<file path="src/rtl/dmacsr_pkg.sv">
package dmacsr_pkg;
  localparam int unsigned DATA_W   = 32;
  localparam int unsigned ADDR_W   = 12;
  localparam int unsigned NUM_CH   = 16;
  localparam int unsigned STATE_W  = 4;
  localparam int unsigned SEM_W    = 8;

  // shared registers and their alias displacement
  localparam int unsigned OFS_CTRL  = 'h000;
  localparam int unsigned OFS_DONE  = 'h010;
  localparam int unsigned OFS_ERR   = 'h020;
  localparam int unsigned ALIAS_SET = 'h4;
  localparam int unsigned ALIAS_CLR = 'h8;

  // per-channel window
  localparam int unsigned WIN_NXT    = 'h110;
  localparam int unsigned WIN_BUF    = 'h130;
  localparam int unsigned WIN_SEM    = 'h140;
  localparam int unsigned WIN_STRIDE = 'h070;

  localparam logic [STATE_W-1:0] STATE_FLUSH = 4'h8;

  typedef enum logic [1:0] {WK_NONE, WK_PLAIN, WK_SET, WK_CLR} wr_kind_e;
endpackage

</file>
<file path="src/rtl/dmacsr_alias_reg.sv">
module dmacsr_alias_reg
  import dmacsr_pkg::*;
#(
  parameter int unsigned W = 32
) (
  input  logic         clk,
  input  logic         rst_n,
  input  wr_kind_e     kind,
  input  logic [W-1:0] wdata,
  input  logic [W-1:0] hw_set,
  input  logic [W-1:0] hw_clr,
  output logic [W-1:0] q
);
  logic [W-1:0] sw_next;

  always_comb begin
    unique case (kind)
      WK_PLAIN: sw_next = wdata;
      WK_SET:   sw_next = q | wdata;
      WK_CLR:   sw_next = q & ~wdata;
      default:  sw_next = q;
    endcase
  end

  // hardware events take precedence over software in the same cycle
  always_ff @(posedge clk or negedge rst_n) begin
    if (!rst_n) q <= '0;
    else        q <= (sw_next & ~hw_clr) | hw_set;
  end
endmodule

</file>
<file path="src/rtl/dmacsr_chan_regs.sv">
module dmacsr_chan_regs
  import dmacsr_pkg::*;
#(
  parameter int unsigned CH   = 0,
  parameter int unsigned AW   = ADDR_W,
  parameter int unsigned DW   = DATA_W,
  parameter int unsigned SW   = SEM_W
) (
  input  logic          clk,
  input  logic          rst_n,
  input  logic          reg_wr,
  input  logic [AW-1:0] reg_addr,
  input  logic [DW-1:0] reg_wdata,
  input  logic          sem_dec,
  input  logic [DW-1:0] cur_buf,
  output logic [DW-1:0] next_desc,
  output logic [SW-1:0] sem_count,
  output logic [DW-1:0] rd_data
);
  localparam logic [AW-1:0] A_NXT = AW'(WIN_NXT + CH * WIN_STRIDE);
  localparam logic [AW-1:0] A_BUF = AW'(WIN_BUF + CH * WIN_STRIDE);
  localparam logic [AW-1:0] A_SEM = AW'(WIN_SEM + CH * WIN_STRIDE);

  logic          hit_nxt, hit_buf, hit_sem;
  logic [SW:0]   sem_sum;
  logic [SW:0]   sem_dec_sum;

  assign hit_nxt = (reg_addr == A_NXT);
  assign hit_buf = (reg_addr == A_BUF);
  assign hit_sem = (reg_addr == A_SEM);

  always_ff @(posedge clk or negedge rst_n) begin
    if (!rst_n)                 next_desc <= '0;
    else if (reg_wr && hit_nxt) next_desc <= reg_wdata;
  end

  // add first, then take the decrement, then saturate
  always_comb begin
    sem_sum     = {1'b0, sem_count} + ((reg_wr && hit_sem) ? {1'b0, reg_wdata[SW-1:0]} : '0);
    sem_dec_sum = (sem_dec && (sem_sum != '0)) ? sem_sum - 1'b1 : sem_sum;
  end

  always_ff @(posedge clk or negedge rst_n) begin
    if (!rst_n)               sem_count <= '0;
    else if (sem_dec_sum[SW]) sem_count <= '1;
    else                      sem_count <= sem_dec_sum[SW-1:0];
  end

  always_comb begin
    rd_data = '0;
    if (hit_nxt) rd_data = next_desc;
    if (hit_buf) rd_data = cur_buf;
    if (hit_sem) rd_data = DW'(sem_count);
  end
endmodule

</file>
<file path="src/rtl/dma_chan_csr.sv">
module dma_chan_csr
  import dmacsr_pkg::*;
#(
  parameter int unsigned N_CH = NUM_CH,
  parameter int unsigned AW   = ADDR_W,
  parameter int unsigned DW   = DATA_W,
  parameter int unsigned STW  = STATE_W,
  parameter int unsigned SW   = SEM_W
) (
  input  logic              clk,
  input  logic              rst_n,
  input  logic              reg_wr,
  input  logic [AW-1:0]     reg_addr,
  input  logic [DW-1:0]     reg_wdata,
  output logic [DW-1:0]     reg_rdata,
  input  logic [N_CH-1:0]   ev_done,
  input  logic [N_CH-1:0]   ev_term,
  input  logic [N_CH-1:0]   ev_bus_err,
  input  logic [N_CH-1:0]   sem_dec,
  input  logic [N_CH*STW-1:0] ch_state,
  input  logic [N_CH*DW-1:0]  ch_cur_buf,
  output logic [N_CH*DW-1:0]  ch_next_desc,
  output logic [N_CH*SW-1:0]  ch_sem_count,
  output logic [N_CH-1:0]   ch_freeze,
  output logic [N_CH-1:0]   ch_reset,
  output logic [N_CH-1:0]   irq
);
  localparam int unsigned HALF = DW / 2;

  function automatic wr_kind_e kind_of(input int unsigned base);
    if (!reg_wr)                          return WK_NONE;
    if (reg_addr == AW'(base))             return WK_PLAIN;
    if (reg_addr == AW'(base + ALIAS_SET)) return WK_SET;
    if (reg_addr == AW'(base + ALIAS_CLR)) return WK_CLR;
    return WK_NONE;
  endfunction

  wr_kind_e        k_ctrl, k_done, k_err;
  logic [DW-1:0]   ctrl_q, done_q, err_q;
  logic [DW-1:0]   err_set, err_clr;
  logic [N_CH-1:0] flushing;
  logic [N_CH-1:0] rst_req;
  logic [DW-1:0]   ch_rd [N_CH];
  logic [DW-1:0]   win_rd;

  assign k_ctrl = kind_of(OFS_CTRL);
  assign k_done = kind_of(OFS_DONE);
  assign k_err  = kind_of(OFS_ERR);

  // bus error: flag + type; terminate alone: flag, type cleared
  assign err_set = DW'(ev_term | ev_bus_err) | (DW'(ev_bus_err) << HALF);
  assign err_clr = DW'(ev_term & ~ev_bus_err) << HALF;

  dmacsr_alias_reg #(.W(DW)) u_ctrl (
    .clk(clk), .rst_n(rst_n), .kind(k_ctrl), .wdata(reg_wdata),
    .hw_set('0), .hw_clr(DW'(ch_reset) << HALF), .q(ctrl_q)
  );

  dmacsr_alias_reg #(.W(DW)) u_done (
    .clk(clk), .rst_n(rst_n), .kind(k_done), .wdata(reg_wdata),
    .hw_set(DW'(ev_done)), .hw_clr('0), .q(done_q)
  );

  dmacsr_alias_reg #(.W(DW)) u_err (
    .clk(clk), .rst_n(rst_n), .kind(k_err), .wdata(reg_wdata),
    .hw_set(err_set), .hw_clr(err_clr), .q(err_q)
  );

  assign rst_req   = ctrl_q[HALF +: N_CH];
  assign ch_freeze = ctrl_q[N_CH-1:0];
  assign ch_reset  = rst_req & ~flushing;
  assign irq       = (done_q[N_CH-1:0] & done_q[HALF +: N_CH]) | err_q[N_CH-1:0];

  for (genvar c = 0; c < N_CH; c++) begin : g_ch
    assign flushing[c] = (ch_state[c*STW +: STW] == STATE_FLUSH);

    dmacsr_chan_regs #(.CH(c), .AW(AW), .DW(DW), .SW(SW)) u_win (
      .clk(clk), .rst_n(rst_n), .reg_wr(reg_wr), .reg_addr(reg_addr),
      .reg_wdata(reg_wdata), .sem_dec(sem_dec[c]),
      .cur_buf(ch_cur_buf[c*DW +: DW]),
      .next_desc(ch_next_desc[c*DW +: DW]),
      .sem_count(ch_sem_count[c*SW +: SW]),
      .rd_data(ch_rd[c])
    );
  end

  always_comb begin
    win_rd = '0;
    for (int c = 0; c < N_CH; c++) win_rd = win_rd | ch_rd[c];
  end

  always_comb begin
    if      (reg_addr == AW'(OFS_CTRL)) reg_rdata = ctrl_q;
    else if (reg_addr == AW'(OFS_DONE)) reg_rdata = done_q;
    else if (reg_addr == AW'(OFS_ERR))  reg_rdata = err_q;
    else                                reg_rdata = win_rd;
  end
endmodule

</file>
<file path="config.mk">
export PLATFORM = sky130hd
export DESIGN_NAME = dma_chan_csr
export DESIGN_NICKNAME = d
export VERILOG_FILES = /design/src/rtl/dmacsr_pkg.sv /design/src/rtl/dmacsr_alias_reg.sv /design/src/rtl/dmacsr_chan_regs.sv /design/src/rtl/dma_chan_csr.sv
export SDC_FILE = /design/constraint.sdc
export NUM_CORES = 2
export LEC_CHECK = 0
export ABC_CLOCK_PERIOD_IN_PS = 2950
export BUFFER_PORTS_ARGS = -buffer_cell sky130_fd_sc_hd__buf_2
export CAP_MARGIN = 15
export CELL_PAD_IN_SITES_DETAIL_PLACEMENT = 0
export CELL_PAD_IN_SITES_GLOBAL_PLACEMENT = 1
export CORE_AREA = 2 2 541 543
export DETAILED_ROUTE_END_ITERATION = 10
export DIE_AREA = 0 0 543 545
export MAX_ROUTING_LAYER = met4
export PLACE_DENSITY_LB_ADDON = 0.1
export SYNTH_ARGS = -nofsm -noshare
export SYNTH_HDL_FRONTEND = slang
export SYNTH_SLANG_ARGS = --single-unit
export TNS_END_PERCENT = 10
</file>
<file path="constraint.sdc">
create_clock -name clk -period 2.95 [get_ports clk]
set_input_delay 0.59 -clock clk [delete_from_list [all_inputs] [get_ports clk]]
set_output_delay 0.59 -clock clk [all_outputs]
set_load 0.02 [all_outputs]
</file>
**After elaboration in Yosys (flattened, before gate mapping)**

Index checks and enable logic that the tools add are counted.

- $add $sub $neg: 32
- Equality and inequality tests: 81
- Mux-type cells: 151
- Bitwise gates (word level): 36
- Reductions and logical operators: 65

Operators by type and width:

| cell | number |
|---|---|
| 2-to-1 mux 32 bit | 51 |
| OR 32 bit | 19 |
| equality test 12 x 11 -> 1 bit, second input constant | 27 |
| one-hot mux 32 bit (3 select lines) | 3 |
| 2-to-1 mux 8 bit | 32 |
| equality test 12 x 10 -> 1 bit, second input constant | 14 |
| bitwise AND 32 bit | 5 |
| adder 8 x 9 -> 9 bit | 16 |
| 2-to-1 mux 9 bit | 16 |
| nonzero test 9 bit | 16 |
| subtractor 9 x 1 -> 9 bit, second input constant | 16 |
| NOT 32 bit | 3 |
| equality test 12 x 9 -> 1 bit, second input constant | 7 |
| equality test 4 bit, second input constant | 16 |
| bitwise AND 16 bit | 3 |
| logical AND 1 bit | 48 |
| 2-to-1 mux 2 bit | 22 |
| equality test 12 x 5 -> 1 bit, second input constant | 3 |
| equality test 12 x 6 -> 1 bit, second input constant | 3 |
| NOT 16 bit | 2 |
| OR 16 bit | 2 |
| OR 16 x 32 -> 32 bit | 1 |
| OR 32 x 16 -> 32 bit | 1 |
| 2-to-1 mux 1 bit | 27 |
| 5 further kinds | 12 |

- Flip-flop bits (word level): 736
- Output and inout port bits: 720
- Logic and storage cells: 400

**Depth between registers and ports, before layout**

- Word-level depth: 22
- Mapped depth: 18
- Depth with buffers taken out: 15

**Modules after synthesis**

Synthesis repeated with hierarchy kept, for this count alone.

- Cells, all modules: 4913
- Area total of the unflattened synthesis: 52146.3 um2

By module, submodules not included:

| module | instances | cells each | area an instance (um2) | seq. area each (um2) |
|---|---|---|---|---|
| dmacsr_alias_reg | 3 | 207 | 2447.3 | 800.8 |
| dmacsr_chan_regs at g_ch[12].u_win | 1 | 277 | 2867.8 | 1001.0 |
| dma_chan_csr | 1 | 365 | 2737.6 | 0.0 |
| dmacsr_chan_regs at g_ch[4].u_win | 1 | 262 | 2731.4 | 1001.0 |
| dmacsr_chan_regs at g_ch[6].u_win | 1 | 242 | 2685.1 | 1001.0 |
| dmacsr_chan_regs at g_ch[0].u_win | 1 | 265 | 2677.6 | 1001.0 |
| dmacsr_chan_regs at g_ch[2].u_win | 1 | 246 | 2660.1 | 1001.0 |
| dmacsr_chan_regs at g_ch[14].u_win | 1 | 244 | 2655.0 | 1001.0 |
| dmacsr_chan_regs at g_ch[3].u_win | 1 | 251 | 2651.3 | 1001.0 |
| dmacsr_chan_regs at g_ch[1].u_win | 1 | 250 | 2642.5 | 1001.0 |
| dmacsr_chan_regs at g_ch[13].u_win | 1 | 250 | 2635.0 | 1001.0 |
| dmacsr_chan_regs at g_ch[5].u_win | 1 | 243 | 2631.3 | 1001.0 |
| dmacsr_chan_regs at g_ch[9].u_win | 1 | 250 | 2603.7 | 1001.0 |
| dmacsr_chan_regs at g_ch[10].u_win | 1 | 227 | 2561.2 | 1001.0 |
| +4 rows | n/a | n/a | n/a | n/a |

**Worst setup path after synthesis**

Ideal clock, no wire load.

- Path kind: input port to flip-flop
- Start: input reg_addr[1]
- End: register g_ch[1].u_win.sem_count[2]
- Library setup time: 146 ps
- Data arrival time: 4591 ps
- Required time: 2804 ps
- Slack: -1787 ps
- Stages on the path: 18
- Cells stage by stage: or4_4 -> buf_6 -> buf_6 -> nor2_1 -> nand2_1 -> nor2_1 -> and2_1 -> ha_1 -> buf_2 -> a211oi_1 -> nor2_1 -> or4_1 -> a31oi_1 -> nand4b_1 -> and2_1 -> buf_2 -> a211oi_1 -> a41oi_1

- Cells in the longest elaborated chain, start to end: 8
- Elaborated cells between the ends (all ways): 9

Ends and longest elaborated chain:

| item | line | text |
|---|---|---|
| start, declared | dma_chan_csr.sv:13 | `input logic [AW-1:0] reg_addr,` |
| equality test 12 x 9 -> 1 bit (*) | dmacsr_chan_regs.sv:30 | `assign hit_sem = (reg_addr == A_SEM);` |
| logical AND 1 bit (*) | dmacsr_chan_regs.sv:39 | `sem_sum = {1'b0, sem_count} + ((reg_wr && hit_sem) ? {1'b0, reg_wdata[SW-1:0]} : '0);` |
| 2-to-1 mux 8 bit (*) | dmacsr_chan_regs.sv:39 |  |
| adder 8 x 9 -> 9 bit (*) | dmacsr_chan_regs.sv:39 |  |
| parallel branches: the longest is 2 deep, another holds subtractor 9 x 1 -> 9 bit | n/a |  |
| 2-to-1 mux 9 bit (*) | dmacsr_chan_regs.sv:40 | `sem_dec_sum = (sem_dec && (sem_sum != '0)) ? sem_sum - 1'b1 : sem_sum;` |
| 2-to-1 mux 8 bit (*) | dmacsr_chan_regs.sv:45 | `else if (sem_dec_sum[SW]) sem_count <= '1;` |
| end signal, assigned | dmacsr_chan_regs.sv:46 | `else sem_count <= sem_dec_sum[SW-1:0];` |
| end, declared | dmacsr_chan_regs.sv:17 | `output logic [SW-1:0] sem_count,` |

Mark *: on every way between the ends.
A chain may end at the register's enable or synchronous reset.

**Worst setup path after layout**

- Start: input reg_addr[0]
- End: output reg_rdata[7]

- Cells in the longest elaborated chain, start to end: 22
- Elaborated cells between the ends (all ways): 117

Ends and longest elaborated chain:

| item | line | text |
|---|---|---|
| equality test 12 x 9 -> 1 bit | dmacsr_chan_regs.sv:28 | `assign hit_nxt = (reg_addr == A_NXT);` |
| 2-to-1 mux 32 bit | dmacsr_chan_regs.sv:51 | `if (hit_nxt) rd_data = next_desc;` |
| 2-to-1 mux 32 bit | dmacsr_chan_regs.sv:52 | `if (hit_buf) rd_data = cur_buf;` |
| 2-to-1 mux 32 bit | dmacsr_chan_regs.sv:53 | `if (hit_sem) rd_data = DW'(sem_count);` |
| OR 32 bit (15 in a row) | dma_chan_csr.sv:89 | `for (int c = 0; c < N_CH; c++) win_rd = win_rd \| ch_rd[c];` |
| 2-to-1 mux 32 bit | dma_chan_csr.sv:95 | `else if (reg_addr == AW'(OFS_ERR)) reg_rdata = err_q;` |
| 2-to-1 mux 32 bit | dma_chan_csr.sv:94 | `else if (reg_addr == AW'(OFS_DONE)) reg_rdata = done_q;` |
| 2-to-1 mux 32 bit (*) | dma_chan_csr.sv:93 | `if (reg_addr == AW'(OFS_CTRL)) reg_rdata = ctrl_q;` |
| end, declared | dma_chan_csr.sv:15 | `output logic [DW-1:0] reg_rdata,` |

Every way passes the cells marked *; elsewhere a longest branch is shown, timed or not.

==> reports/qor.yml <==
netlist_instances: 4394
period_minus_slack_ps: 4590
wirelength_um: 457000
synth_flop_cell: "dfrtp_1"
initial_utilization: 0.157
clockBufferDepth: 3
hpwl_um: 382000
internal-power_mw: 25.3
rsz0062_at_grt: "true"
drc: 0
worstHoldPathType: "in2reg"
total_power_mw: 40.8
final_hold_viol_count: 0
finalMaxSlewViolations: 0
track_usage: 0.307
setup_ws_ps: -1640
core_um2: 290000
grt_max_degree: 79
cts_htree_levels: 3
clk_pin_slew_worst_paths_ps: 60
setup_violations: 159
grt-ovfl-total: 0
preCtsSetupSlack_ps: -2870
worstPathMaxFanout: 4
maxCapViolCount: 0
place_congestion: 0.932
ys_warn_count: 0
switchingPower_mw: 15.5
synth_cell_type_count: 104
placementRows: 198
port_buffers: 1406
crit_arrival_ps: 4000
synthArstFlopShare: 1.00
worstMarginPinSlew_ps: 1150
drt-wirelength-per-cell_um: 40.7
sw_frac_of_total: 0.380
clock_latency_ps: 800
io_pins: 1407
max_slew_margin: 0.231
failed_checks: "setup timing"
p_seq_frac: 0.307
crit_type: "in2out"
cts_tree: "built"
syn_avg_cell_area_um2: 10.4
syn_to_final_growth_pct: 71.6
start_kind: "input pin"
synth_area_um2: 45500
grt_pass1_wl_um: 578000
root_buffer: "clkbuf_16"
cts_sinks: 736
antenna_left: 0
drt_iter0_drc: 4574
fmax_ghz: 0.218
p_comb_frac: 0.341
leakage_nw: 38.7
final_util: 0.269
status: "complete, but fails checks"
dieWidth_um: 543
first_pass_iters: 8
vias: 53497
fin_crit_sh: 1.56
dieArea_um2: 296000
peakVddDrop_mv: 0.589
p_per_area_nw_per_um2: 523
cp-end-kind: "output pin"
required_ps: 2360
syn-num-nets: 5241
die_h_um: 545
routed_via_density: 4.77
synth_edf_count: 0
skew_ps: 41.0
cts_buffers: 109
grt_pass1_vias: 53747
antenna_found_initial: 143
fillers: 31179
ys_ff_latch: 736
synth_seq_area_share: 0.405
p_clk_frac: 0.352
fin_nets: 7999
drive_above_1_share: 0.575
-- Yosys cell counts (21+ instances only) --
cell	number	area [µm²]
a211oi_1	76	571
a21o_1	70	526
a21oi_1	131	656
a221o_1	30	300
a221oi_1	131	1150
a222oi_1	34	340
a22o_1	158	1380
a22oi_1	305	2290
a31oi_1	24	150
and2_1	72	450
and3_1	121	757
buf_1	21	78.8
buf_2	90	450
buf_4	27	203
clkbuf_1	200	751
dfrtp_1	736	18400
ha_1	144	1800
inv_1	71	267
mux2_2	480	5410
nand2_1	182	683
nand2b_1	22	138
nand3_1	88	440
nand4_1	87	544
nor2_1	203	762
nor3_1	74	370
o21a_1	27	203
o21ai_0	218	1090
o21bai_1	33	248
o22ai_1	23	144
or2_2	24	150
xnor2_1	55	482
xor2_1	46	403
-- worst max-delay path: stages --
cell	delay, ps
buf_12	120
or4_4	560
buf_6	160
or2_4	290
buf_12	160
nor3_4	170
buf_12	180
buf_12	110
a22o_1	130
a221oi_2	50
nand4_1	510
nor4_2	120
buf_4	220
nor3_4	400
buf_6	190
-- cells by family after synthesis --
logic type / after synthesis / share of synthesized area
flops: 736 / 0.405
buf+inv: 424 / 0.0420
xor+xnor: 101 / 0.0194
compound gates: 1433 / 0.232
mux: 519 / 0.130
fa+ha+maj: 160 / 0.0467
simple gates: 1021 / 0.125
-- final timing paths --
check / startpoint / end / cells past startpoint / slack, ps
max: reg_addr[0] / reg_rdata[7] / 15 / -1640
min: ev_term[2] / u_err.q[18]$_DFF_PN0_ / 2 / 60
min reg2reg: g_ch[3].u_win.next_desc[21]$_DFFE_PN0P_ / g_ch[3].u_win.next_desc[21]$_DFFE_PN0P_ / 1 / 520
max in group asynchronous: rst_n / g_ch[11].u_win.next_desc[11]$_DFFE_PN0P_ / 4 / 1520
max reg2reg: g_ch[7].u_win.sem_count[0]$_DFF_PN0_ / g_ch[7].u_win.sem_count[1]$_DFF_PN0_ / 12 / -290
min in group asynchronous: rst_n / g_ch[4].u_win.sem_count[3]$_DFF_PN0_ / 2 / 350
-- through the flow --
stage | TNS (ps) | area (µm²) | std cells | hold WS [ps]
after floorplan | -156360 | 46100 | 4394 | 294
after global placement | -495320 | 70000 | 10800 | 504
after detailed placement | -489100 | 70100 | 10802 | 503
after CTS | -117230 | 76600 | 11109 | 3.14
after global routing | -132700 | 78000 | 11193 | 18.2
final | -118580 | 78100 | 11218 | 62.2
-- state kept, by name (all words and copies together), names as in the netlist --
register and count:
g_ch.u_win.next_desc 512, g_ch.u_win.sem_count 128, u_ctrl.q 32, u_done.q 32
u_err.q 32
-- cells in the final DEF, fill, tap and decap left out, drive strengths merged, types with 28 or more instances in the layout --
cell         Yosys  final
nand3           88     88
diode            0     77
xnor2           55     55
nor2           211    211
inv             71     71
a222oi          34     34
dlygate4sd3      0     36
a221oi         131    131
o21bai          33     33
dfrtp          736    736
a22oi          305    305
nand2          186    186
buf            152   2962
o21ai          232    232
nor4            28     28
mux2           516    516
clkinv           0     30
a21o            70     70
ha             144    144
and3           121    121
a211oi          77     77
nand4           87     87
xor2            46     46
a22o           158    158
and2            73     73
clkbuf         201    157
nor3            92     92
a21oi          133    133
a221o           30     30
-- power by group through the flow --
stage | logic [mW] | clock network [mW] | registers (mW)
after detailed placement | 13.3 | 0 | 12.7
after global placement | 13.3 | 0 | 12.7
after floorplan | 4.60 | 0 | 12.7
after CTS | 13.7 | 14.7 | 12.5
final | 13.9 | 14.4 | 12.5
after global routing | 15.0 | 15.0 | 12.6
-- routing by layer --
layer,track usage,vias up,share of wire
li1,-,22750,-
met1,0.354,27826,0.40
met2,0.499,2277,0.47
met3,0.0645,644,0.061
met4,0.165,0,0.065
met5,-,-,0
-- cell type report --
cell class              count  area (µm²)  share of cell area
clock inverters            45         661             0.00846
repair buffers           3000       22500               0.288
multi-input cells        3234       28000               0.359
inverters                  71         267             0.00341
diodes                     77         193             0.00247
clock buffers             155        3120              0.0400
well taps                3900        4880              0.0625
flip-flops and latches    736       18400               0.236
-- repair_timing --
action | CTS | global route
gates resized for setup | 417 | 217
hold buffers | 36 | 0
endpoints found under the setup margin | 160 | 160
hold endpoints to repair | 46 | 0
pin swaps | 120 | 91
buffers inserted | 75 | 38
(Power assumes the default switching activity.)
